**config.mk**
```make
export PLATFORM = sky130hd
export DESIGN_NAME = dpr_req_decode
export DESIGN_NICKNAME = d
export VERILOG_FILES = /design/src/rtl/dpr_pkg.sv /design/src/rtl/dpr_range_cmp.sv /design/src/rtl/dpr_req_decode.sv
export SDC_FILE = /design/constraint.sdc
export NUM_CORES = 1
export LEC_CHECK = 0
export BUFFER_PORTS_ARGS = -buffer_cell sky130_fd_sc_hd__buf_2
export CAP_MARGIN = 20
export CELL_PAD_IN_SITES_DETAIL_PLACEMENT = 0
export CELL_PAD_IN_SITES_GLOBAL_PLACEMENT = 2
export CORE_ASPECT_RATIO = 0.7
export CORE_UTILIZATION = 27
export CTS_BUF_LIST = sky130_fd_sc_hd__clkbuf_4 sky130_fd_sc_hd__clkbuf_8
export DETAILED_ROUTE_END_ITERATION = 6
export HOLD_SLACK_MARGIN = 0.08
export PLACE_DENSITY_LB_ADDON = 0.1
export REMOVE_ABC_BUFFERS = 1
export SLEW_MARGIN = 10
export SYNTH_ARGS = -nofsm -noshare
export SYNTH_HDL_FRONTEND = slang
export SYNTH_SLANG_ARGS = --single-unit
```
**constraint.sdc**
```tcl
create_clock -name clk -period 2.39 [get_ports clk]
set_input_delay 0.478 -clock clk [delete_from_list [all_inputs] [get_ports clk]]
set_output_delay 0.478 -clock clk [all_outputs]
set_load 0.05 [all_outputs]
```
**src/rtl/dpr_pkg.sv**
```systemverilog
package dpr_pkg;

  typedef enum logic [1:0] {
    KIND_CPU   = 2'd0,
    KIND_DMA   = 2'd1,
    KIND_GFX   = 2'd2,
    KIND_OTHER = 2'd3
  } req_kind_e;

  // size unit is one MiB
  localparam int unsigned UNIT_SHIFT = 20;

  // legacy video hole, inclusive low, exclusive high
  localparam logic [63:0] HOLE_LO = 64'h0000_0000_000A_0000;
  localparam logic [63:0] HOLE_HI = 64'h0000_0000_000C_0000;

  function automatic logic kind_is_checked(input logic [1:0] k);
    return req_kind_e'(k) != KIND_CPU;
  endfunction

endpackage

```
**src/rtl/dpr_range_cmp.sv**
```systemverilog
module dpr_range_cmp #(
  parameter int unsigned W = 36
) (
  input  logic [W-1:0] addr,
  input  logic [W-1:0] lo,
  input  logic [W-1:0] hi_excl,
  output logic         hit
);
  always_comb hit = (addr >= lo) && (addr < hi_excl);
endmodule

```
**src/rtl/dpr_req_decode.sv**
```systemverilog
module dpr_req_decode
  import dpr_pkg::*;
#(
  parameter int unsigned ADDR_W = 36,
  parameter int unsigned TAG_W  = 8
) (
  input  logic              clk,
  input  logic              rst,
  input  logic [ADDR_W-1:0] act_base,
  input  logic [ADDR_W-1:0] act_lo,
  input  logic              act_en,
  input  logic              req_valid,
  input  logic [ADDR_W-1:0] req_addr,
  input  logic [1:0]        req_kind,
  input  logic [TAG_W-1:0]  req_tag,
  output logic              rsp_valid,
  output logic [ADDR_W-1:0] rsp_addr,
  output logic [1:0]        rsp_kind,
  output logic [TAG_W-1:0]  rsp_tag,
  output logic              rsp_dram,
  output logic              rsp_fault,
  output logic              rsp_vga
);
  localparam logic [ADDR_W-1:0] HOLE_LO_A = ADDR_W'(HOLE_LO);
  localparam logic [ADDR_W-1:0] HOLE_HI_A = ADDR_W'(HOLE_HI);

  logic in_win, in_hole, below_lo, checked;
  logic dram_n, fault_n;

  dpr_range_cmp #(.W(ADDR_W)) u_win (
    .addr(req_addr), .lo(act_lo), .hi_excl(act_base), .hit(in_win));

  dpr_range_cmp #(.W(ADDR_W)) u_hole (
    .addr(req_addr), .lo(HOLE_LO_A), .hi_excl(HOLE_HI_A), .hit(in_hole));

  always_comb begin
    checked  = kind_is_checked(req_kind);
    below_lo = req_addr < act_lo;
    fault_n  = checked && act_en && in_win;
    dram_n   = checked && below_lo && !in_hole;
  end

  always_ff @(posedge clk) begin
    if (rst) begin
      rsp_valid <= 1'b0;
      rsp_dram  <= 1'b0;
      rsp_fault <= 1'b0;
      rsp_vga   <= 1'b0;
    end else begin
      rsp_valid <= req_valid;
      rsp_dram  <= req_valid && dram_n;
      rsp_fault <= req_valid && fault_n;
      rsp_vga   <= req_valid && in_hole;
    end
  end

  // payload registers carry no reset
  always_ff @(posedge clk) begin
    if (req_valid) begin
      rsp_addr <= req_addr;
      rsp_kind <= req_kind;
      rsp_tag  <= req_tag;
    end
  end

  assert_valid_follows_R1: assert property (@(posedge clk) disable iff (rst)
    req_valid |=> rsp_valid);

  assert_idle_quiet_R1: assert property (@(posedge clk) disable iff (rst)
    !req_valid |=> !(rsp_valid || rsp_dram || rsp_fault || rsp_vga));

  assert_cpu_exempt_R2: assert property (@(posedge clk) disable iff (rst)
    (rsp_valid && rsp_kind == 2'd0) |-> !(rsp_fault || rsp_dram));

  assert_fault_not_dram_R3: assert property (@(posedge clk) disable iff (rst)
    rsp_fault |-> !rsp_dram);

  assert_hole_not_dram_R5: assert property (@(posedge clk) disable iff (rst)
    rsp_vga |-> !rsp_dram);

endmodule

```
==> results.ini, run 1 <==
[outcome]
outcome = completed

[worst_setup_path]
criticalPathCategory = in2reg
crit_arrival_ps = 2350
worstPathRequired_ps = 2630
critPathMaxFanout = 4
cp-end-kind = register
crit_path_start = req_addr[18]
cp_top_family = simple AND/OR/NAND/NOR gates
crit_path_end = rsp_fault$_SDFF_PP0_
critPathSlowestCell = nor4_1
crit_path_start_kind = primary input
path_depth = 7
cpPeakStageDelay_ps = 520
path_cells = buf_2, ha_1, nand4_1, nor4_1, nand2_1, a311o_1, a311oi_2
worst-path-buf-inv = 1

[timing]
setup_violations = 0
rsz0062_at_grt = false
timing.fmax_mhz = 474.5
hold_ws_ps = 327.0
fin_crit_sh = 0.8818
maxSlewViolCount = 0
tightest_slew_ps = 674.6
max_slew_margin = 0.5503
hold_viol = 0
period_needed_ps = 2107
setup_slack_ps = 282.6

[placement]
io_buffers = 171
place_ws_ps = -21.21
gp_congestion = 0.7860
post-dp-hpwl_mm = 8.290

[clocking]
cts_tree = done
cts_buffer_depth = 2
htree_levels = 2
cts_setup_buffers = 0
numCtsBuffers = 5
clkTransAtPathRegs_ps = 110
postCtsResizedCells = 0
cts_hold_buf = 0
root_buffer = clkbuf_8
clock_sinks = 50

[layout]
drive_gt1_frac = 0.3725
n_fill_cell = 1256
register_area_um2 = 1461
syn_to_final_growth_pct = 35.04
nNetsFinal = 694
fin_util = 0.3808
multi_input_area_um2 = 1618
antennaDiodeCount = 0

[floorplanning]
die_w_um = 135.2
die_h_um = 95.24
die-area_um2 = 12880
io_pins = 172
core_um2 = 11890
start_util = 0.2820
row_count = 33

[drt]
route.detailed.drc = 0
wl_mm = 9.910
num_vias = 2904
firstDrtPassIters = 4
drtIter0Drc = 118
routed_via_density = 4.407
final_antenna_net_count = 0
wl_per_cell_um = 15.04

[synth]
ys_seq_elements = 50
synth_area_leaders = edfxtp_1 (41%), ha_1 (26%), inv_1 (8.2%), a21oi_1 (3.7%), nand2_1 (2.9%)
synth.most_common_cell = inv_1
syn_area_um2 = 3353
synthAdderAreaFrac = 0.2649
yosysTopAreaCell = edfxtp_1
avgSynthCellArea_um2 = 10.51
muxShareOfSynthArea = 0
synth-edff-count = 46
ys_warn_count = 0
synthXorXnorAreaFrac = 0
async_flop_share = 0
synth_compound_area_frac = 0.1119
synth_top_family_by_area = adder cells
synthCells = 319
synth_cell_types = 35
synth-main-ff-cell = edfxtp_1
yosys.area_share.simple = 0.1056
ys_top_cells_by_count = inv_1 (73), ha_1 (71), edfxtp_1 (46)
synth_top_area_share = 0.4119
ys_seq_area_frac = 0.4358

[global_routing]
grt_pass1_wl_mm = 14.56
grt_max_degree = 48
grt_util_all_layers = 0.1532
grt_pass1_vias = 2781
antenna_found_initial = 0
grt_overflow = 0

[power_and_ir_drop]
power_density_nw_per_um2 = 509.0
worst_ir_drop_vdd_v = 0.0003080
total_leakage_power_nw = 2.373

[flow_run]
max_cap_violations = 0

[hold_path]
hp-class = in2reg

-- routing by layer --
layer  GRT usage  part of all wire  up-vias
li1            -                 -     1507
met1      0.2343              0.54     1274
met2      0.2081              0.37      118
met3     0.04253             0.078        5
met4     0.03090            0.0058        0
met5           0                 0        -
-- cell type report --
cell class                 count  share of cell area
multi-input combinational    196              0.3573
sequential                    50              0.3227
timing repair buffer         175              0.1956
inverter                      73             0.06051
tap                          157             0.04338
clock buffer                   5             0.01520
clock inverter                 3            0.005250
-- per-stage QoR --
step	TNS (ps)	area, um2	power, mW	cells
5_1_grt	0	4528	2.445	659
4_1_cts	0	4528	2.349	659
6_report	0	4528	2.305	659
3_3_place_gp	0	4436	1.777	651
2_1_floorplan	0	3353	1.503	319
3_5_place_dp	-21.21	4436	1.778	651
-- worst min-delay path by stage --
stage	from	endpoint	slack, ps	depth (start not counted)
6_report	req_tag[3]	rsp_tag[3]$_DFFE_PP_	330	1
5_1_grt	req_tag[3]	rsp_tag[3]$_DFFE_PP_	310	1
4_1_cts	req_tag[3]	rsp_tag[3]$_DFFE_PP_	310	1
3_5_place_dp	req_tag[7]	rsp_tag[7]$_DFFE_PP_	660	1
3_3_place_gp	req_tag[4]	rsp_tag[4]$_DFFE_PP_	660	1
2_1_floorplan	rst	rsp_vga$_SDFF_PP0_	550	1
-- flip-flops by register name, indices dropped and copies added, names as in the netlist --
signal and count:
rsp_vga 1, rsp_addr 36, rsp_fault 1, rsp_kind 2, rsp_dram 1, rsp_valid 1, rsp_tag 8
-- logic make-up after synthesis --
group,Yosys count
adder cells (fa/ha/maj),71
AND/OR/NAND/NOR,66
buffers and inverters,73
AO/OA/AOI/OAI,59
flip-flops,50
-- report_power, final --
| part | leakage [nW] | internal [mW] | switching, mW |
|---|---|---|---|
| Combinational | 1.85 | 0.233 | 0.479 |
| Clock | 0.0408 | 0.211 | 0.341 |
| Sequential | 0.483 | 1.03 | 0.0146 |
-- cells in the final DEF (no fill, tap or decap), drive strengths merged --
cell type	n
clkinvlp	2
a311oi	1
nand2	26
o2111ai	2
a21oi	25
a221o	1
nor2	7
a21boi	1
a22oi	1
dfxtp	4
or4	1
nand4	9
nor4b	1
and4	3
o211ai	3
nand3	5
nor3b	1
o211a	1
edfxtp	46
a221oi	3
nor2b	3
a211oi	4
nor4	6
buf	175
a31oi	2
nand2b	1
a21o	3
clkbuf	5
a31o	1
a311o	1
o21ai	10
and2	1
ha	71
nor3	1
inv	74
and3	1
Note: power is estimated with default switching activity, not from simulation.
==> run 2, diff against run 1 <==
--- a/config.mk
+++ b/config.mk
@@ -8,13 +8,13 @@
 export BUFFER_PORTS_ARGS = -buffer_cell sky130_fd_sc_hd__buf_2
 export CAP_MARGIN = 20
 export CELL_PAD_IN_SITES_DETAIL_PLACEMENT = 0
-export CELL_PAD_IN_SITES_GLOBAL_PLACEMENT = 2
+export CELL_PAD_IN_SITES_GLOBAL_PLACEMENT = 1
 export CORE_ASPECT_RATIO = 0.7
-export CORE_UTILIZATION = 27
+export CORE_UTILIZATION = 35
 export CTS_BUF_LIST = sky130_fd_sc_hd__clkbuf_4 sky130_fd_sc_hd__clkbuf_8
 export DETAILED_ROUTE_END_ITERATION = 6
 export HOLD_SLACK_MARGIN = 0.08
-export PLACE_DENSITY_LB_ADDON = 0.1
+export PLACE_DENSITY = 0.82
 export REMOVE_ABC_BUFFERS = 1
 export SLEW_MARGIN = 10
 export SYNTH_ARGS = -nofsm -noshare
==> results.ini, run 2 (same netlist as run 1, synthesis figures left out) <==
[outcome]
outcome = completed

[clocking]
cts_setup_buffers = 0
root_buffer = clkbuf_8
clock_sinks = 50
postCtsResizedCells = 0
numCtsBuffers = 5
clkTransAtPathRegs_ps = 90
htree_levels = 2
cts_hold_buf = 0
cts_buffer_depth = 2
cts_tree = done

[floorplanning]
io_pins = 172
die_w_um = 119.0
start_util = 0.3653
row_count = 29
die-area_um2 = 9982
die_h_um = 83.89
core_um2 = 9180

[layout]
final_common_cell = buf_2
largest_register_ffs = 36
nNetsFinal = 692
drive_gt1_frac = 0.3700
final_cell_mix = buf_2 (171), inv_1 (73), ha_1 (71)
fin_util = 0.4897
top_regs = rsp_addr x36, rsp_tag x8, rsp_kind x2
n_fill_cell = 882
regMostFlops = rsp_addr
final_cells = 625
syn_to_final_growth_pct = 34.07

[drt]
routed_via_density = 4.706
wl_mm = 8.941
wl_per_cell_um = 14.31
num_vias = 2941
route.detailed.drc = 0
firstDrtPassIters = 4
final_antenna_net_count = 0
drtIter0Drc = 74

[flow_run]
max_cap_violations = 0

[power_and_ir_drop]
power.total_mw = 2.362
total_leakage_power_nw = 2.378
worst_ir_drop_vdd_v = 0.0002808
power_density_nw_per_um2 = 525.5

[global_routing]
grt_pass1_wl_mm = 14.01
antenna_found_initial = 2
grt_overflow = 0
grt_pass1_vias = 2884
grt_max_degree = 48
grt_util_all_layers = 0.1822

[worst_setup_path]
cp_top_family = simple AND/OR/NAND/NOR gates
worst-path-buf-inv = 1
path_depth = 7
path_cells = buf_2, ha_1, nand4_2, nor4_2, nand4_1, a311o_1, a311oi_2
criticalPathCategory = in2reg
cpPeakStageDelay_ps = 350
crit_arrival_ps = 2220
critPathSlowestCell = nor4_2
crit_path_start_kind = primary input
critPathMaxFanout = 4
cp-end-kind = register
worstPathRequired_ps = 2620

[timing]
rsz0062_at_grt = false
hold_viol = 0
hold_ws_ps = 341.7
tightest_slew_ps = 628.2
period_needed_ps = 1991
fin_tns_setup_ps = 0
maxSlewViolCount = 0
timing.fmax_mhz = 502.2
fin_crit_sh = 0.8331
setup_violations = 0
max_slew_margin = 0.5812

[hold_path]
min_to = rsp_tag[4]$_DFFE_PP_
hp-start = req_tag[4]
worstHoldPathCells = 1
hp-class = in2reg

[placement]
post-dp-hpwl_mm = 7.694
gp_congestion = 0.8330
placed_cells = 616
io_buffers = 171

-- run 2: where the power goes --
part | switching, mW | internal, mW
clock | 0.294 | 0.324
sequential | 0.0165 | 1.03
combinational | 0.471 | 0.230
total | 0.782 | 1.58
-- run 2: layout make-up --
type / instances / area, um2 / share of cell area
Clock buffer: 6 / 76.32 / 0.01698
Tap cell: 124 / 155.1 / 0.03451
Sequential cell: 50 / 1461 / 0.3251
Antenna cell: 1 / 2.502 / 0.0005566
Timing Repair Buffer: 173 / 870.8 / 0.1937
Multi-Input combinational cell: 196 / 1618 / 0.3599
Inverter: 73 / 274.0 / 0.06095
Clock inverter: 2 / 37.54 / 0.008350
-- run 2: through the flow --
stage / area, um2 / setup WS (ps)
final: 4496 / 398.9
after global routing: 4493 / 227.8
after CTS: 4493 / 400.1
after detailed placement: 4379 / 64.65
after global placement: 4379 / 128.5
after floorplan: 3353 / 371.6
-- run 2: worst max-delay path by stage --
stage | end | from
floorplan | rsp_fault$_SDFF_PP0_ | act_lo[33]
global placement | rsp_fault$_SDFF_PP0_ | req_addr[33]
detailed placement | rsp_fault$_SDFF_PP0_ | req_addr[34]
CTS | rsp_fault$_SDFF_PP0_ | req_addr[34]
global route | rsp_fault$_SDFF_PP0_ | req_addr[34]
finish | rsp_fault$_SDFF_PP0_ | req_addr[34]
-- run 2: per-layer routing --
layer | global-route usage | vias up | wire (um)
li1 | - | 1509 | -
met1 | 0.2453 | 1312 | 4216
met2 | 0.2870 | 112 | 3918
met4 | 0.03913 | 2 | 57
met5 | 0 | - | 13
met3 | 0.05464 | 6 | 735
